**src/rtl/pkmax_pkg.sv**
```systemverilog
`timescale 1ns/1ps
package pkmax_pkg;
  typedef enum logic [1:0] {
    FORM_NARROW = 2'b00,
    FORM_CLEAR  = 2'b01,
    FORM_WIDE   = 2'b10,
    FORM_BAD    = 2'b11
  } form_e;

  typedef enum logic [1:0] {
    UP_KEEP = 2'b00,
    UP_ZERO = 2'b01,
    UP_CALC = 2'b10
  } upper_e;
endpackage

```
**src/rtl/lane_max_array.sv**
```systemverilog
`timescale 1ns/1ps
module lane_max_array #(
  parameter int LANE_W = 32,
  parameter int LANES  = 8
) (
  input  logic [LANE_W*LANES-1:0] op_a,
  input  logic [LANE_W*LANES-1:0] op_b,
  output logic [LANE_W*LANES-1:0] op_max
);
  function automatic logic [LANE_W-1:0] umax(input logic [LANE_W-1:0] a,
                                             input logic [LANE_W-1:0] b);
    return (a > b) ? a : b;
  endfunction

  for (genvar i = 0; i < LANES; i++) begin : g_lane
    assign op_max[i*LANE_W +: LANE_W] = umax(op_a[i*LANE_W +: LANE_W],
                                             op_b[i*LANE_W +: LANE_W]);
  end
endmodule

```
**src/rtl/form_decode.sv**
```systemverilog
`timescale 1ns/1ps
module form_decode
  import pkmax_pkg::*;
(
  input  logic [1:0] form_code,
  input  logic       wide_ok,
  output logic       bad_code,
  output logic       wide_denied,
  output upper_e     upper_mode
);
  always_comb begin
    bad_code    = 1'b0;
    wide_denied = 1'b0;
    upper_mode  = UP_ZERO;
    case (form_e'(form_code))
      FORM_NARROW: upper_mode = UP_KEEP;
      FORM_CLEAR:  upper_mode = UP_ZERO;
      FORM_WIDE: begin
        if (wide_ok) upper_mode = UP_CALC;
        else         wide_denied = 1'b1;
      end
      default:     bad_code = 1'b1;
    endcase
  end
endmodule

```
**src/rtl/pkmax_unit.sv**
```systemverilog
`timescale 1ns/1ps
module pkmax_unit
  import pkmax_pkg::*;
#(
  parameter int LANE_W = 32,
  parameter int LANES  = 8
) (
  input  logic                          clk,
  input  logic                          rst,
  input  logic                          valid_in,
  input  logic [1:0]                    form,
  input  logic                          wide_en,
  input  logic [LANE_W*LANES-1:0]       src_a,
  input  logic [LANE_W*LANES-1:0]       src_b,
  input  logic [LANE_W*LANES/2-1:0]     dst_prev_hi,
  output logic                          valid_out,
  output logic [LANE_W*LANES-1:0]       result,
  output logic                          wr_en,
  output logic                          fault
);
  localparam int VEC_W  = LANE_W * LANES;
  localparam int HALF_W = VEC_W / 2;

  logic [VEC_W-1:0]  max_all;
  logic [HALF_W-1:0] upper_next;
  logic [VEC_W-1:0]  result_next;
  logic              ev_bad_code;
  logic              ev_wide_denied;
  logic              ev_fault;
  upper_e            up_mode;

  lane_max_array #(.LANE_W(LANE_W), .LANES(LANES)) u_lanes (
    .op_a   (src_a),
    .op_b   (src_b),
    .op_max (max_all)
  );

  form_decode u_dec (
    .form_code   (form),
    .wide_ok     (wide_en),
    .bad_code    (ev_bad_code),
    .wide_denied (ev_wide_denied),
    .upper_mode  (up_mode)
  );

  always_comb begin
    ev_fault = ev_bad_code | ev_wide_denied;
    case (up_mode)
      UP_KEEP: upper_next = dst_prev_hi;
      UP_CALC: upper_next = max_all[VEC_W-1:HALF_W];
      default: upper_next = '0;
    endcase
    result_next = ev_fault ? '0 : {upper_next, max_all[HALF_W-1:0]};
  end

  always_ff @(posedge clk) begin
    if (rst) begin
      valid_out <= 1'b0;
      wr_en     <= 1'b0;
      fault     <= 1'b0;
      result    <= '0;
    end else begin
      valid_out <= valid_in;
      if (valid_in) begin
        result <= result_next;
        fault  <= ev_fault;
        wr_en  <= ~ev_fault;
      end else begin
        fault  <= 1'b0;
        wr_en  <= 1'b0;
      end
    end
  end
endmodule

```
**config.mk**
```make
export PLATFORM = sky130hd
export DESIGN_NAME = pkmax_unit
export DESIGN_NICKNAME = d
export VERILOG_FILES = /design/src/rtl/pkmax_pkg.sv /design/src/rtl/lane_max_array.sv /design/src/rtl/form_decode.sv /design/src/rtl/pkmax_unit.sv
export SDC_FILE = /design/constraint.sdc
export NUM_CORES = 1
export LEC_CHECK = 0
export ABC_AREA = 0
export BUFFER_PORTS_ARGS = -buffer_cell sky130_fd_sc_hd__buf_2
export CAP_MARGIN = 15
export CORE_AREA = 2 2 350 352
export DETAILED_ROUTE_END_ITERATION = 12
export DIE_AREA = 0 0 352 354
export REMOVE_ABC_BUFFERS = 1
export SYNTH_ARGS = -nofsm -noshare
export SYNTH_HDL_FRONTEND = slang
export SYNTH_HIERARCHICAL = 1
export SYNTH_SLANG_ARGS = --single-unit
```
**constraint.sdc**
```tcl
create_clock -name clk -period 7.4 [get_ports clk]
set_input_delay 1.48 -clock clk [delete_from_list [all_inputs] [get_ports clk]]
set_output_delay 1.48 -clock clk [all_outputs]
set_load 0.005 [all_outputs]
```
==> impl_metrics.py <==
metrics = {
    "power_and_ir_drop": {
        "p_per_area_nw_per_um2": 177.2,
        "ir_drop_uv": 134.5,
        "total_power_uw": 4685,
        "leakage_uw": 0.01303,
    },
    "setup_path": {
        "cp_cell_sequence": "buf_2 > inv_1 > ha_1 > a21oi_1 > o21ai_0 > a221oi_1 > o21ai_0 > a2bb2oi_4 > buf_4 > mux2_4 > mux2i_1 > o21ai_0",
        "endpoint_kind": "register",
        "critPathArrivalTime_ps": 4980,
        "cpMostUsedCell": "o21ai_0",
        "crit_fanout": 18,
        "crit_slowest_cell": "a2bb2oi_4",
        "path_class": "in -> reg",
        "max_stage_delay_ps": 660,
        "path_buf_inv": 3,
        "crit_required_ps": 7840,
        "crit_family": "compound AO/OA/AOI/OAI gates",
        "start_kind": "input pin",
    },
    "route": {
        "first_pass_iters": 8,
        "wl_per_cell_um": 20.77,
        "via_per_inst": 4.187,
        "drc": 0,
        "ant_nets": 0,
        "num_vias": 19220,
        "drt_iter0_markers": 1171,
        "drt_wl_total_um": 95370,
    },
    "sta": {
        "finClkSkew_ps": 0,
        "fin_ws_ps": 2866,
        "slew_headroom": 0.2343,
        "fmax_ghz": 0.2205,
        "max_slew.worst_pin.slew_ps": 1145,
        "timing.final.crit_share": 0.6127,
        "rsz0062_at_grt": "no",
        "hold_viol": 0,
        "period_minus_slack_ps": 4534,
        "maxSlewViolCount": 0,
        "setup_viol": 0,
    },
    "global_route": {
        "grt-ovfl-total": 0,
        "grt_max_degree": 136,
        "antenna_found_initial": 45,
        "track_usage": 0.1450,
        "grt_pass1_vias": 18860,
        "grt_first_pass_wirelength_um": 131900,
    },
    "clock_tree": {
        "cts_made_buffers": 40,
        "root_buffer": "clkbuf_16",
        "clockBufferDepth": 3,
        "ctsResizeCount": 0,
        "holdBufCountCts": 0,
        "post_cts_buffers": 0,
        "cts_tree": "done",
        "clk_pin_slew_worst_paths_ps": 60,
        "h-tree-depth": 2,
        "clock_latency_ps": 590,
        "clock_sinks": 259,
    },
    "logic_synthesis": {
        "ys_types": 43,
        "synth_area_um2": 18780,
        "synth_top_area_share": 0.2761,
        "ys_ff_latch": 259,
        "yosysTopAreaCell": "dfxtp_1",
        "ys_seq_area_frac": 0.2761,
        "synth_cells": 2052,
        "synth.area.top_cells": "dfxtp_1 (28%), ha_1 (17%), mux2_2 (13%), mux2i_1 (6.8%), a22o_1 (6.0%)",
        "synth_warnings": 6,
        "syn_avg_cell_area_um2": 9.153,
    },
    "layout": {
        "multi_input_comb_area_um2": 12200,
        "final_net_count": 3821,
        "area_growth_pct": 40.80,
        "layout-drive-gt1-share": 0.4231,
        "regArea_um2": 5185,
        "n_fill_cell": 13460,
        "utilization": 0.2187,
    },
    "place": {
        "pre_cts_ws_ps": 2356,
        "globalplace.congestion": 1.038,
        "port_buffers": 904,
        "hpwl_um": 79680,
    },
    "status": {
        "status": "completed",
    },
    "die": {
        "fp.dieH_um": 354,
        "start_util": 0.1553,
        "dieArea_um2": 124600,
        "core_um2": 120900,
        "die_width_um": 352,
        "io_pins": 905,
        "row_count": 128,
    },
    "run": {
        "cap_viol_max_count": 0,
    },
    "worst_hold_path": {
        "hold_class": "reg -> reg",
    },
}
## stage by stage
stage | hold slack (ps) | instances | cell area, um2 | setup TNS [ps]
finish | 443.1 | 4591 | 26450 | 0
detailed placement | 438.0 | 4502 | 25090 | 0
global route | 459.5 | 4588 | 26440 | 0
floorplan | 444.9 | 1958 | 18300 | -825620
global placement | 430.4 | 4502 | 25090 | 0
CTS | 445.0 | 4572 | 26400 | 0
## report_power, final
part / switching [uW] / total (uW) / internal [uW] / leakage (uW)
registers: 37.7 / 1500 / 1460 / 0.00211
logic: 632 / 1210 / 579 / 0.0103
clock network: 808 / 1970 / 1170 / 0.000636
total: 1480 / 4690 / 3210 / 0.0130
## routing by layer
layer  share of wire  routed length (um)  track usage
met1            0.42               40410       0.1800
met2            0.45               43040       0.2325
met3           0.081                7683      0.04211
met4           0.043                4145      0.06275
met5         0.00090                  86            0
## worst min-delay path, stage by stage (launching register included)
cell and delay [ps]:
dfxtp_1 300, nand2_1 50, o21ai_1 50
## cells in the mapped netlist (all sizes together)
cell	n
nand3	23
and4	1
a22o	128
and2	2
a211oi	13
nand2b	8
o211ai	15
a221o	8
clkbuf	38
dfxtp	259
nand2	176
or4	1
buf	56
a2bb2oi	8
nor4b	2
nor3b	2
or2	1
a2111oi	6
ha	256
nor4	15
nor2b	9
a221oi	2
or3	1
nor2	28
nor3	14
mux2i	127
o21a	1
mux2	257
o21ai	164
inv	259
a21o	12
a211o	1
a21oi	99
nand4	60
## cell type report
cell class              count  area share
multi-input cells        1440      0.4614
flip-flops and latches    259      0.1961
repair buffers            919      0.1777
well taps                1625     0.07688
clock buffers              56     0.04239
inverters                 259     0.03676
clock inverters            14    0.006955
diodes                     19    0.001798
## path summary, 6_finish.rpt
kind                    start     endpoint  slack (ps)  cells past startpoint
setup reg to reg   result[46]   result[46]        6600                      1
setup / recovery   src_b[241]  result[252]        2870                     12
hold reg to reg   result[219]  result[219]         440                      2
hold / removal    result[219]  result[219]         440                      2
## registers in the layout (all words and copies together) (netlist names)
name,cells
fault,1
valid_out,1
wr_en,1
result,256
## cell families after synthesis
| logic type | after synthesis | share of synthesized area |
|---|---|---|
| compound gates | 457 | 0.1616 |
| fa+ha+maj | 256 | 0.1705 |
| buf+inv | 353 | 0.07761 |
| flops | 259 | 0.2761 |
| mux | 384 | 0.2278 |
| simple gates | 343 | 0.08640 |
## layout by cell type (no fill, tap or decap), types with 2 or more instances in the layout
cell type	synthesis	layout
a22o_1	128	128
a2111oi_0	6	6
mux2_1	4	4
a2bb2oi_2	7	4
a221oi_1	2	2
buf_2	46	904
o211ai_1	15	15
nand2_1	176	176
buf_12	0	5
clkinvlp_4	0	2
ha_1	256	256
clkbuf_16	0	40
nor3_1	14	14
buf_4	0	10
clkbuf_1	38	10
a21oi_1	99	99
a211oi_1	13	13
a221o_1	8	8
mux2_4	30	30
nor2b_1	9	9
clkinv_2	0	5
nand4_1	59	59
dfxtp_1	259	259
a2bb2oi_4	1	4
bufinv_16	0	3
o21ai_1	31	32
a21o_1	12	12
inv_1	259	259
mux2_2	223	223
mux2i_1	127	127
nand3_1	23	23
nand2b_1	8	7
diode_2	0	19
o21ai_0	133	132
clkbuf_8	0	6
nor2_1	28	27
nor4_1	15	15
No activity file was read; power rests on OpenSTA's default activity.
